[config.mk]
export PLATFORM = sky130hd
export DESIGN_NAME = fgpio_port
export DESIGN_NICKNAME = d
export VERILOG_FILES = /design/src/rtl/fgpio_port.sv
export SDC_FILE = /design/constraint.sdc
export NUM_CORES = 1
export LEC_CHECK = 0
export BUFFER_PORTS_ARGS = -buffer_cell sky130_fd_sc_hd__buf_2
export CORE_ASPECT_RATIO = 0.5
export CORE_UTILIZATION = 35
export CTS_CLUSTER_DIAMETER = 80
export DETAILED_ROUTE_END_ITERATION = 6
export HOLD_SLACK_MARGIN = 0.08
export PLACE_DENSITY = 0.57
export SLEW_MARGIN = 20
export SYNTH_ARGS = -nofsm -noshare
export SYNTH_HDL_FRONTEND = slang
export SYNTH_SLANG_ARGS = --single-unit
[constraint.sdc]
create_clock -name clk -period 1.2 [get_ports clk]
set_clock_uncertainty 0.05 [all_clocks]
set_input_delay 0.12 -clock clk [delete_from_list [all_inputs] [get_ports clk]]
set_output_delay 0.12 -clock clk [all_outputs]
set_load 0.02 [all_outputs]
[src/rtl/fgpio_port.sv]
module fgpio_port #(
  parameter int AW = 5
) (
  input  logic          clk,
  input  logic          rst_n,
  input  logic          bus_en,
  input  logic          bus_we,
  input  logic [AW-1:0] bus_addr,
  input  logic [3:0]    bus_be,
  input  logic [31:0]   bus_wdata,
  output logic [31:0]   bus_rdata,
  input  logic [31:0]   pin_in,
  input  logic [31:0]   pin_analog,
  output logic [31:0]   pin_out,
  output logic [31:0]   pin_oe
);
  localparam int WW = AW - 2;
  localparam logic [WW-1:0] A_PIN  = WW'(0);
  localparam logic [WW-1:0] A_SET  = WW'(1);
  localparam logic [WW-1:0] A_CLR  = WW'(2);
  localparam logic [WW-1:0] A_DIR  = WW'(3);
  localparam logic [WW-1:0] A_MASK = WW'(4);
  localparam logic [WW-1:0] A_FPIN = WW'(5);

  logic [31:0] out_q, dir_q, mask_q, sync1_q, sync2_q;
  logic [31:0] lane, fast_bits, level;
  logic [WW-1:0] word;
  logic wr, rd;

  assign word  = bus_addr[AW-1:2];
  assign wr    = bus_en & bus_we;
  assign rd    = bus_en & ~bus_we;
  assign lane  = {{8{bus_be[3]}}, {8{bus_be[2]}}, {8{bus_be[1]}}, {8{bus_be[0]}}};
  assign fast_bits = lane & ~mask_q;
  assign level = sync2_q & ~pin_analog;

  assign pin_out = out_q;
  assign pin_oe  = dir_q;

  always_ff @(posedge clk) begin
    if (!rst_n) begin
      sync1_q <= '0;
      sync2_q <= '0;
    end else begin
      sync1_q <= pin_in;
      sync2_q <= sync1_q;
    end
  end

  always_ff @(posedge clk) begin
    if (!rst_n) begin
      out_q  <= '0;
      dir_q  <= '0;
      mask_q <= '0;
    end else if (wr) begin
      case (word)
        A_PIN:   out_q  <= (out_q & ~lane) | (bus_wdata & lane);
        A_SET:   out_q  <= out_q | (bus_wdata & lane);
        A_CLR:   out_q  <= out_q & ~(bus_wdata & lane);
        A_DIR:   dir_q  <= (dir_q & ~lane) | (bus_wdata & lane);
        A_MASK:  mask_q <= (mask_q & ~lane) | (bus_wdata & lane);
        A_FPIN:  out_q  <= (out_q & ~fast_bits) | (bus_wdata & fast_bits);
        default: ;
      endcase
    end
  end

  always_comb begin
    bus_rdata = '0;
    if (rd) begin
      case (word)
        A_PIN:   bus_rdata = level;
        A_DIR:   bus_rdata = dir_q;
        A_MASK:  bus_rdata = mask_q;
        A_FPIN:  bus_rdata = level & ~mask_q;
        default: bus_rdata = '0;
      endcase
    end
  end

  logic [1:0] age_q;
  always_ff @(posedge clk) begin
    if (!rst_n) age_q <= '0;
    else if (age_q != 2'd2) age_q <= age_q + 2'd1;
  end

  AST_SYNC_DELAY: assert property (@(posedge clk) disable iff (!rst_n)
    (age_q == 2'd2 && rd && word == A_PIN) |-> bus_rdata == ($past(pin_in, 2) & ~pin_analog));
  AST_ANALOG_ZERO: assert property (@(posedge clk) disable iff (!rst_n)
    (rd && (word == A_PIN || word == A_FPIN)) |-> (bus_rdata & pin_analog) == '0);
  AST_LEGACY_LOAD: assert property (@(posedge clk) disable iff (!rst_n)
    (wr && word == A_PIN && bus_be == 4'hF) |=> pin_out == $past(bus_wdata));
  AST_FAST_HOLD: assert property (@(posedge clk) disable iff (!rst_n)
    (wr && word == A_FPIN) |=> ((pin_out ^ $past(pin_out)) & $past(mask_q)) == '0);
  AST_FAST_READ_MASKED: assert property (@(posedge clk) disable iff (!rst_n)
    (rd && word == A_FPIN) |-> (bus_rdata & mask_q) == '0);
  AST_SETCLR_READ0: assert property (@(posedge clk) disable iff (!rst_n)
    (rd && (word == A_SET || word == A_CLR)) |-> bus_rdata == '0);
  AST_SET_ONLY_RISES: assert property (@(posedge clk) disable iff (!rst_n)
    (wr && word == A_SET) |=> (($past(pin_out) & ~pin_out) == '0));
  AST_DIR_HOLD: assert property (@(posedge clk) disable iff (!rst_n)
    !(wr && word == A_DIR) |=> $stable(pin_oe));
endmodule

* Yosys cells after proc, flatten, opt, wreduce, memory -nomap -nowiden *
Cells that the tools add are included.

word-level totals
  bits in registers = 160
  input port bits = 109
  output and inout port bits = 96
  logic and storage cells = 41

operators by class
  eq/ne operators = 5
  muxes and demuxes = 3
  bitwise gates (word level) = 23
  reductions and logical operators = 5

operators with widths
  operator                                       number
  AND 32 bit                                     10
  case mux 32 bit (4 select lines)               2
  NOT 32 bit                                     5
  OR 32 bit                                      5
  2-to-1 mux 32 bit                              1
  == test 3 x 2 -> 1 bit, second input constant  2
  == test 3 bit, second input constant           2
  AND reduction 2 bit                            3
  nonzero test 4 bit                             1
  == test 3 x 1 -> 1 bit, second input constant  1
  zero test 3 bit                                1
  AND 1 bit                                      2
  NOT 1 bit                                      1

* Depth between registers and ports, before layout *
  depth in word-level cells = 6
  mapped depth = 7
  mapped depth without buffers = 4

* Worst setup path before layout *
No wires, ideal clock.

  path type = in2out
  start = input bus_addr[2]
  end = output bus_rdata[10]
  data arrival time = 1.261 ns
  data required time = 1.030 ns
  path slack = -0.231 ns
  stages on the path = 6
  path buffers = 2
  cell sequence = buf_2 -> or2_2 -> clkbuf_1 -> o21ai_0 -> nand3_1 -> a21oi_1

between the ends
  cells in the longest elaborated chain, start to end = 3
  elaborated cells on any way between the ends = 6
  those cells by class = 3 x eq/ne; 2 x mux; 1 x reduce/logical

RTL lines
  what                                   line  RTL
  start: declaration                     8     input logic [AW-1:0] bus_addr,
  == test 3 bit (tied with other cells)  71    case (word)
  case mux 32 bit (4 select lines) (*)   71
  2-to-1 mux 32 bit (*)                  70    if (rd) begin
  end: declaration                       11    output logic [31:0] bus_rdata,

Mark *: on every way between the ends. The rest lies on a longest branch, timed or not.

==> qor.yml <==
crit_path_end_kind: "output port"
core_area_sq_um: 19600
hold_class: "input pin to register"
via_per_inst: 4.94
synth_cell_types: 30
crit_required_ns: 1.03
synthTopCellsByArea: "dfxtp_1 45%, mux2i_1 9.1%, nor2b_1 5.9%"
synthCells: 794
rsz0062_at_grt: "yes"
start_util_pct: 36.0
fp.dieH_um: 102
place_hpwl_mm: 16.2
max_freq_ghz: 0.667
slew_headroom_pct: 57.7
nets: 1238
status: "complete, but fails checks"
nFillCells: 1668
drive_gt1_share_pct: 45.2
io-pin-count: 205
synth_edf_count: 0
dp.cells: 1283
netlist.area_leader.share_pct: 45.4
numClockSinks: 160
numCtsBuffers: 17
cts-root-buf: "clkbuf_16"
instances_no_fill: 1408
cts_tree: "yes"
drc_errors: 0
drv_slew: 0
synth_warnings: 0
synthArstFlopShare_pct: 0
cp.arrival_ns: 1.33
min_period_ns: 1.50
cap_violations: 0
synth_seq_cells: 160
synthesis.area_sq_um: 7050
rows: 36
hold_viol: 0
whs_ns: 0.135
first_pass_iters: 5
worst_slack_ns: -0.300
antenna_found_initial: 1
critPathLaunchType: "register"
ys_seq_area_share_pct: 45.4
fin_crit_sh_pct: 125
port_buffers: 202
grt_overflow_total: 0
totalWireLength_mm: 24.6
syn_nets: 903
violations: "negative setup slack"
place_congestion: 0.808
grt_pass1_wl_mm: 35.5
grt_start_max_net_pins: 55
dp_worst_setup_slack_ns: -0.351
synth_commonest_cells: "160 x dfxtp_1, 66 x nor2b_1, 65 x nand2_1"
setup_viol: 32
area_growth_syn_to_layout_pct: 63.3
yosysMostFrequentCell: "dfxtp_1"
multi_input_area_sq_um: 4310
h-tree-depth: 4
grt_pass1_vias: 6632
cts.reportedPaths.clkPinSlew_ns: 0.06
drt_iter0_markers: 344
cts_buffer_depth: 2
grt_use_total_pct: 22.4
tightest_slew_ns: 0.632
regArea_sq_um: 3250
vias: 6957
avgSynthCellArea_sq_um: 8.88
worstPathMaxFanout: 2
final_antenna_net_count: 0
critical_path_class: "register to output port"
synth_top_area_cell: "dfxtp_1"
die_width_um: 203
peakVddDrop_uv: 870
die-area_sq_um: 20800
clk_latency_ns: 0.44
power.leakage_uw: 0.00459
wire_per_inst_um: 17.4
synth_flop_cell: "dfxtp_1"
cellPowerDensity_nw_per_um2: 1050
r2r_slack_ns: 0.10
-- cell usage in the layout (no fill, tap or decap), types with 2 or more instances in the layout --
master	n
nor3b_2	7
dfxtp_1	120
o21ai_2	28
buf_2	149
clkbuf_4	3
clkbuf_16	20
buf_4	79
a21oi_4	30
a21oi_2	3
nand2_1	65
a22oi_2	30
nor2_2	4
a22oi_1	2
nand3_1	10
nand3_2	26
mux2i_1	64
clkbuf_1	4
clkinv_2	3
buf_6	58
nor2_1	61
o2111ai_2	3
nor3b_1	32
nor2b_1	66
o21ai_1	36
clkinvlp_4	5
nand4_1	33
and2_1	64
or2_4	2
dlygate4sd3_1	65
dfxtp_2	40
buf_12	16
-- critical path, stage by stage, from the launching register on --
cell     delay, ns
dfxtp_2       0.35
buf_6         0.12
a22oi_2       0.20
a21oi_4       0.09
buf_6         0.13
-- layer usage --
metal / up-vias / routed length, um / share of wire (%) / global-route usage, %
li1: 3428 / - / - / -
met5: - / 0 / 0 / 0
met3: 22 / 1310 / 5.3 / 5.20
met1: 3310 / 11900 / 49 / 30.0
met4: 0 / 272 / 1.1 / 7.58
met2: 197 / 11000 / 45 / 35.9
-- cells by family after synthesis --
family                 synth area share (%)
buffers and inverters                  4.36
AND/OR/NAND/NOR                        29.7
multiplexers                           9.08
flip-flops                             45.4
AO/OA/AOI/OAI                          11.4
-- layout make-up --
class	count	share of cell area, %
clock inverters	10	0.793
clock buffers	21	3.82
well taps	266	2.89
flip-flops and latches	160	28.3
multi-input cells	575	37.5
diodes	1	0.0217
repair buffers	374	26.7
inverters	1	0.0543
-- final timing paths --
check,start,endpoint,depth (start not counted)
setup reg to reg,register,pin_out[1],5
setup / recovery,register,bus_rdata[12],4
hold / removal,bus_be[2],pin_out[19],4
hold reg to reg,sync1_q[21],sync2_q[21],1
-- metrics by stage --
step	total power, uW	instance area [sq um]	TNS (ns)	utilization [%]
floorplan	6220	7690	-1.61	-
global placement	6700	9410	-29.45	48.0
detailed placement	6720	9410	-32.78	48.0
CTS	12000	11100	-8.87	56.8
global route	12500	11500	-9.78	58.8
finish	12000	11500	-8.08	58.8
-- report_power, final --
part	switching (uW)	internal, uW	total [uW]
Sequential	57.4	5450	5500
Clock	2270	2830	5100
Combinational	756	689	1450
Total	3080	8970	12000
-- timing repair --
action	in CTS	in global routing
hold endpoints to repair	128	0
buffers inserted	16	7
endpoints found under the setup margin	32	52
cloned	0	5
hold buffers	65	0
gates resized for setup	161	82
pin swaps	117	40
Note: power is estimated with default switching activity, not from simulation.
